### config.mk
export PLATFORM = sky130hd
export DESIGN_NAME = shared_gpio_port
export DESIGN_NICKNAME = d
export VERILOG_FILES = /design/src/rtl/gpio_port_pkg.sv /design/src/rtl/gpio_sync.sv /design/src/rtl/gpio_fall_fsm.sv /design/src/rtl/gpio_pad_mux.sv /design/src/rtl/shared_gpio_port.sv
export SDC_FILE = /design/constraint.sdc
export NUM_CORES = 1
export LEC_CHECK = 0
export BUFFER_PORTS_ARGS = -buffer_cell sky130_fd_sc_hd__buf_2
export CORE_MARGIN = 2
export CORE_UTILIZATION = 46
export DETAILED_ROUTE_END_ITERATION = 7
export PLACE_DENSITY = 0.73
export SYNTH_ARGS = -nofsm -noshare
export SYNTH_HDL_FRONTEND = slang
export SYNTH_SLANG_ARGS = --single-unit
### constraint.sdc
create_clock -name clk -period 2.1 [get_ports clk]
set_clock_uncertainty 0.1 [all_clocks]
set_input_delay 0.105 -clock clk [delete_from_list [all_inputs] [get_ports clk]]
set_output_delay 0.105 -clock clk [all_outputs]
set_load 0.02 [all_outputs]
### src/rtl/gpio_port_pkg.sv
package gpio_port_pkg;
    localparam int PORT_W   = 8;
    localparam int IRQ_CH   = 2;
    localparam int EN_LSB   = 0;
    localparam int FLAG_LSB = 4;

    typedef enum logic [1:0] {
        REG_DATA = 2'd0,
        REG_DIR  = 2'd1,
        REG_PULL = 2'd2,
        REG_CTL  = 2'd3
    } reg_sel_e;

    typedef enum logic {
        SRC_LOW  = 1'b0,
        SRC_HIGH = 1'b1
    } edge_st_e;
endpackage

### src/rtl/gpio_sync.sv
module gpio_sync #(
    parameter int W      = 8,
    parameter int STAGES = 2
) (
    input  logic         clk,
    input  logic         rst_n,
    input  logic [W-1:0] d,
    output logic [W-1:0] q
);
    logic [W-1:0] stg [STAGES];

    always_ff @(posedge clk or negedge rst_n) begin
        if (!rst_n) begin
            for (int i = 0; i < STAGES; i++) stg[i] <= '0;
        end else begin
            stg[0] <= d;
            for (int i = 1; i < STAGES; i++) stg[i] <= stg[i-1];
        end
    end

    assign q = stg[STAGES-1];
endmodule

### src/rtl/gpio_fall_fsm.sv
module gpio_fall_fsm
    import gpio_port_pkg::*;
(
    input  logic clk,
    input  logic rst_n,
    input  logic src,
    output logic fall
);
    edge_st_e st_q, st_d;

    always_ff @(posedge clk or negedge rst_n) begin
        if (!rst_n) st_q <= SRC_LOW;
        else        st_q <= st_d;
    end

    always_comb begin
        st_d = st_q;
        fall = 1'b0;
        unique case (st_q)
            SRC_LOW: begin
                if (src) st_d = SRC_HIGH;
            end
            SRC_HIGH: begin
                if (!src) begin
                    st_d = SRC_LOW;
                    fall = 1'b1;
                end
            end
            default: st_d = SRC_LOW;
        endcase
    end
endmodule

### src/rtl/gpio_pad_mux.sv
module gpio_pad_mux #(
    parameter int           W       = 8,
    parameter logic [W-1:0] OD_MASK = '0,
    parameter int           EVO_BIT = 5
) (
    input  logic [W-1:0] data_q,
    input  logic [W-1:0] dir_q,
    input  logic [W-1:0] pin_sync,
    input  logic         evo_en,
    input  logic         evo_val,
    output logic [W-1:0] pin_out,
    output logic [W-1:0] pin_oe,
    output logic [W-1:0] rd_port
);
    for (genvar b = 0; b < W; b++) begin : g_bit
        if (OD_MASK[b]) begin : g_od
            assign pin_out[b] = 1'b0;
            assign pin_oe[b]  = dir_q[b] & ~data_q[b];
        end else if (b == EVO_BIT) begin : g_evo
            assign pin_out[b] = evo_en ? evo_val : data_q[b];
            assign pin_oe[b]  = evo_en | dir_q[b];
        end else begin : g_pp
            assign pin_out[b] = data_q[b];
            assign pin_oe[b]  = dir_q[b];
        end
        assign rd_port[b] = dir_q[b] ? data_q[b] : pin_sync[b];
    end
endmodule

### src/rtl/shared_gpio_port.sv
module shared_gpio_port
    import gpio_port_pkg::*;
#(
    parameter int SYNC_STAGES = 2,
    parameter int IRQ_BIT_A   = 7,
    parameter int IRQ_BIT_B   = 6,
    parameter int EVO_BIT     = 5,
    parameter int EVI_BIT     = 4,
    parameter int CAP_BIT     = 3
) (
    input  logic              clk,
    input  logic              rst_n,
    input  logic [1:0]        bus_addr,
    input  logic              bus_wr,
    input  logic [PORT_W-1:0] bus_wdata,
    output logic [PORT_W-1:0] bus_rdata,
    input  logic [PORT_W-1:0] pin_in,
    output logic [PORT_W-1:0] pin_out,
    output logic [PORT_W-1:0] pin_oe,
    output logic [IRQ_CH-1:0] pull_up_en,
    input  logic              evo_en,
    input  logic              evo_val,
    output logic              tmr_event_o,
    output logic              tmr_capture_o,
    output logic [IRQ_CH-1:0] irq_req
);
    localparam logic [PORT_W-1:0] OD_MASK =
        PORT_W'((1 << IRQ_BIT_A) | (1 << IRQ_BIT_B));

    reg_sel_e          sel;
    logic [PORT_W-1:0] data_q, dir_q, pin_sync, rd_port;
    logic [IRQ_CH-1:0] pull_q, en_q, flag_q, irq_src, fall;
    logic              wr_data, wr_dir, wr_pull, wr_ctl;

    assign sel     = reg_sel_e'(bus_addr);
    assign wr_data = bus_wr && (sel == REG_DATA);
    assign wr_dir  = bus_wr && (sel == REG_DIR);
    assign wr_pull = bus_wr && (sel == REG_PULL);
    assign wr_ctl  = bus_wr && (sel == REG_CTL);

    gpio_sync #(.W(PORT_W), .STAGES(SYNC_STAGES)) u_sync (
        .clk(clk), .rst_n(rst_n), .d(pin_in), .q(pin_sync)
    );

    gpio_pad_mux #(.W(PORT_W), .OD_MASK(OD_MASK), .EVO_BIT(EVO_BIT)) u_mux (
        .data_q(data_q), .dir_q(dir_q), .pin_sync(pin_sync),
        .evo_en(evo_en), .evo_val(evo_val),
        .pin_out(pin_out), .pin_oe(pin_oe), .rd_port(rd_port)
    );

    always_ff @(posedge clk or negedge rst_n) begin
        if (!rst_n) begin
            data_q <= '0;
            dir_q  <= '0;
            pull_q <= '0;
            en_q   <= '0;
        end else begin
            if (wr_data) data_q <= bus_wdata;
            if (wr_dir)  dir_q  <= bus_wdata;
            if (wr_pull) pull_q <= {bus_wdata[IRQ_BIT_B], bus_wdata[IRQ_BIT_A]};
            if (wr_ctl)  en_q   <= bus_wdata[EN_LSB +: IRQ_CH];
        end
    end

    for (genvar c = 0; c < IRQ_CH; c++) begin : g_chan
        localparam int SRC_BIT = (c == 0) ? IRQ_BIT_A : IRQ_BIT_B;
        assign irq_src[c] = rd_port[SRC_BIT];

        gpio_fall_fsm u_edge (
            .clk(clk), .rst_n(rst_n), .src(irq_src[c]), .fall(fall[c])
        );

        always_ff @(posedge clk or negedge rst_n) begin
            if (!rst_n)                                flag_q[c] <= 1'b0;
            else if (fall[c])                          flag_q[c] <= 1'b1;
            else if (wr_ctl && bus_wdata[FLAG_LSB+c])  flag_q[c] <= 1'b0;
        end
    end

    assign irq_req       = flag_q & en_q;
    assign pull_up_en    = pull_q;
    assign tmr_event_o   = pin_sync[EVI_BIT];
    assign tmr_capture_o = pin_sync[CAP_BIT];

    always_comb begin
        bus_rdata = '0;
        unique case (sel)
            REG_DATA: bus_rdata = rd_port;
            REG_DIR:  bus_rdata = dir_q;
            REG_PULL: begin
                bus_rdata[IRQ_BIT_A] = pull_q[0];
                bus_rdata[IRQ_BIT_B] = pull_q[1];
            end
            REG_CTL: begin
                bus_rdata[EN_LSB +: IRQ_CH]   = en_q;
                bus_rdata[FLAG_LSB +: IRQ_CH] = flag_q;
            end
            default: bus_rdata = '0;
        endcase
    end
endmodule

* Word level (Yosys, flattened, before mapping) *
Cells that the tools add are included.
W data, S select, Z words.

storage, ports and cells
  bits in registers = 40
  bits of input ports = 23
  output and inout bits = 30
  logic and storage cells = 51

cells by class
  equal/unequal tests = 3
  mux-type cells = 23
  bitwise gates (word level) = 6
  reduce and logical (&&, ||, !) cells = 9

operators by type and width
  cell                  number
  $mux W1               19
  $pmux W2 S3           3
  $logic_and A1 B1 Y1   6
  $eq A2 B2 Y1 const B  2
  $pmux W2 S2           1
  $reduce_bool A2 Y1    2
  $and A1 B1 Y1         2
  $and A2 B2 Y2         1
  $eq A2 B1 Y1 const B  1
  $logic_not A2 Y1      1
  $not A1 Y1            2
  $or A1 B1 Y1          1

* Logic depth before layout (Yosys ltp) *
  depth after elaboration = 5
  gate-level depth with buffers = 4
  mapped depth without buffers = 2

* Cells and area by module *
From an unflattened synthesis, not the netlist that was laid out.

unflattened totals
  cells, all modules = 130
  area, all modules = 1809.2 um^2

by module, submodules not included
  module            times used  cells each  area an instance (um^2)  sequential area each (um^2)
  shared_gpio_port  1           77          1031.0                   550.5
  gpio_sync         1           24          460.4                    400.4
  gpio_pad_mux      1           25          240.2                    0.0
  gpio_fall_fsm     2           2           38.8                     25.0

* Worst setup path before layout *
Ideal clock, no wire load.

  kind = register -> output
  start point = register u_sync.stg (netlist bit u_sync.q[3])
  end point = output port bus_rdata[3]
  arrival time = 1.260 ns
  data required time = 1.895 ns
  path slack = 0.635 ns
  cell stages (with the launch flop) = 3
  path buffers = 0
  path through = dfrtp_1 -> or3b_2 -> a21oi_1

on the way
  cells in the longest elaborated chain, start to end = 2

ends and longest elaborated chain
  item         line                    RTL
  from (decl)  gpio_sync.sv:10         logic [W-1:0] stg [STAGES];
  $mux W1      gpio_pad_mux.sv:26      assign rd_port[b] = dir_q[b] ? data_q[b] : pin_sync[b];
  $pmux W2 S2  shared_gpio_port.sv:87  unique case (sel)
  to (decl)    shared_gpio_port.sv:16  output logic [PORT_W-1:0] bus_rdata,

Every way passes these cells.

* Final worst setup path *
  start point = register dir_q[7]
  end point = output port bus_rdata[7]

on the way
  cells in the longest elaborated chain, start to end = 2

ends and longest elaborated chain
  item                      line                    RTL
  from (decl)               shared_gpio_port.sv:31  logic [PORT_W-1:0] data_q, dir_q, pin_sync, rd_port;
  from (signal assigned)    shared_gpio_port.sv:59  if (wr_dir) dir_q <= bus_wdata;
  $mux W1                   gpio_pad_mux.sv:26
  via g_chan[0].u_edge.src  gpio_fall_fsm.sv:6      input logic src,
  $pmux W2 S3               shared_gpio_port.sv:87

The timed path passes the listed nets, and every way through them passes these cells.

==> summary.md <==
| Metric | Value |
|---|---|
| Wire per inst | `14.07 microns` |
| Clock Power Share | `26.2%` |
| Setup violators final | `0` |
| Cell accounting for the most synthesized area | `dfrtp_1` |
| Global route overflow | `0` |
| Fmax | `0.5661 GHz` |
| RSZ-0062 raised after global routing | `false` |
| Pleak | `0.001024 uW` |
| Min-delay src | `bus_wr` |
| VDD IR max | `0.4873 mV` |
| Sw frac | `30.26%` |
| CP Launch Point | `dir_q[7]` |
| Detailed Place HPWL | `2273 microns` |
| Layout cells sized above 1 | `46.20%` |
| Synth Area per Inst | `13.89 sq um` |
| Pre-CTS setup slack | `0.5854 ns` |
| Number of port buffers | `50` |
| Routed wire length | `3265 microns` |
| Worst hold margin | `0.1107 ns` |
| Slew margin rel. | `43.42%` |
| Hold_buf cts | `17` |
| Min cycle time layout | `1.766 ns` |
| Setup TNS | `0 ns` |
| Boundary pin count | `53` |
| Fillers | `317` |
| Worst-path maximum fanout | `4` |
| WHS Path Cells | `3` |
| Worst-path clk slew | `0.07 ns` |
| Combinational fraction of design power | `24.8%` |
| Hold violation total from the final report | `0` |
| CTS tree | `built` |
| Initial Util | `47.42%` |
| H-tree Lvls | `2` |
| Core area | `0.003633 sq mm` |
| Storage element area | `0.001001 sq mm` |
| Sw power | `587.5 uW` |
| Crit path arrival time | `1.56 ns` |
| GRT Overall Usage | `17.40%` |
| Multi-input combinational cell area | `585.6 sq um` |
| Syn. warnings | `0` |
| Worst reg-to-reg path cell count | `2` |
| Synth top area share | `58.10%` |
| Initial antenna violation count | `0` |
| GPL Wtd Cong | `0.7776` |
| Most frequent cells in the layout | `buf_2, dfrtp_1, mux2_2` |
| Worst slew pin tran | `0.8487 ns` |
| Number of buffers created by CTS | `5` |
| # resized after CTS | `0` |
| Final Worst Setup Slack | `0.3337 ns` |
| Critical path class | `reg2out` |
| Synth Register Bits | `40` |
| Largest net degree at the start of global routing | `41` |
| Crit path launch type | `flop` |
| Final ANT Viol Nets | `0` |
| Vias in the first global route | `1181` |
| Commonest non-fill, non-tap cell in the layout | `buf_2` |
| Internal power | `1354 uW` |
| Max Cap Viol | `0` |
| Main area contributors after synthesis | `dfrtp_1, mux2_2, buf_4` |
| Yosys cell types | `27` |
| RR Startpoint | `dir_q[6]` |
| Cells after Synth | `124` |
| Postcts setup bufs | `0` |
| DR pass1 iterations | `4` |
| Vias per cell | `4.914` |
| Worst-skew pair later-pin latency | `0.28 ns` |
| CTS root buf | `clkbuf_8` |
| Status | `finished clean` |
| Max clock buf depth | `2` |
| N_diodes | `0` |
| CP Data Required Time | `1.89 ns` |
| Sequential-to-total area share from yosys stat | `58.10%` |
| PD cells | `894.3 mW/mm^2` |
| Residual DRC | `0` |
| Initial drt markers | `75` |
| Post-synthesis cell area | `0.001723 sq mm` |
| Fin crit share | `84.11%` |
| Die ar. | `0.004251 sq mm` |
| Seq pwr share | `49.0%` |
| Crit end category | `output port` |
| First-pass GRT wire length | `5423 microns` |
| Die H | `65.20 microns` |
| Nets | `206` |
| HP Class | `in2reg` |
| CTS Sinks | `40` |
| Die X | `65.20 microns` |
| Final Max Slew Viols | `0` |
| Via count | `1140` |
| P&R area growth vs syn | `26.00%` |
| Row count | `22` |
routing by layer:
metal / track usage (%) / vias up / routed length, microns
met1: 19.95 / 545 / 1348
met5: 0 / - / 0
li1: - / 547 / -
met4: 7.292 / 0 / 75
met2: 28.44 / 40 / 1600
met3: 7.534 / 8 / 241
area by class of cell:
cell class | count | share of cell area [%]
tap | 48 | 2.767
multi-input combinational | 66 | 26.97
inverter | 3 | 0.5187
clock buffer | 6 | 3.804
clock inverter | 2 | 0.4611
sequential | 40 | 46.11
timing repair buffer | 67 | 19.37
metrics by stage:
step / area [sq um] / instances / util (%) / total power, uW
2_1_floorplan: 1727 / 125 / - / 1307
3_3_place_gp: 1908 / 207 / 52.51 / 1411
3_5_place_dp: 1908 / 207 / 52.51 / 1430
4_1_cts: 2171 / 232 / 59.75 / 1967
5_1_grt: 2171 / 232 / 59.75 / 2062
6_report: 2171 / 232 / 59.75 / 1941
worst paths after layout:
kind | to | slack [ns]
hold / removal | flag_q[1] | 0.11
setup / recovery | bus_rdata[7] | 0.33
setup reg to reg | flag_q[1] | 1.00
min in group asynchronous | g_chan[1].u_edge.st_q | 0.36
hold reg to reg | u_sync.q[3] | 0.25
max in group asynchronous | u_sync.q[6] | 1.01
worst max-delay path, stage by stage, from the launching register on:
cell and delay [ns]:
dfrtp_1 0.39, mux2_2 0.38, a221o_1 0.35, buf_2 0.16
state kept, by name, summed over array words and instances (netlist names):
name and count:
data_q 8, dir_q 8, en_q 2, flag_q 2, g_chan.u_edge.st_q 2, pull_up_en 2
u_sync.q 8, u_sync.stg 8
synth_stat cells:
master and n:
o21ai_0 2, nor2b_1 3, and3b_1 2, buf_6 3
or3b_2 1, mux2i_1 4, o221ai_1 4, nand3_1 1
nand3b_2 1, buf_2 1, inv_1 3, a21oi_1 2
nor2_1 1, nand2_1 4, conb_1 1, nand4_1 2
a221o_1 2, or4b_1 4, buf_4 12, dfrtp_1 40
nand3b_1 1, or3b_1 1, and2_1 2, mux2_2 23
or2_2 1, nor3b_4 1, o2bb2ai_1 2
cell families (layout without fill, tap and decap cells):
group           count (synthesis)  after routing  share of synthesized area, %
mux                            27             27                         17.36
simple gates                   25             25                         10.82
flops                          40             40                         58.10
compound gates                 12             12                         5.374
buf+inv                        19             78                         8.133
other cells                     1              2                        0.2177
power by group through the flow:
stage          clock network (uW)  logic, uW  registers [uW]
2_1_floorplan                   0        353             954
3_3_place_gp                    0        451             960
3_5_place_dp                    0        463             967
4_1_cts                       527        488             952
5_1_grt                       574        521             967
6_report                      508        481             952
Power figures use the tool's default switching activity.
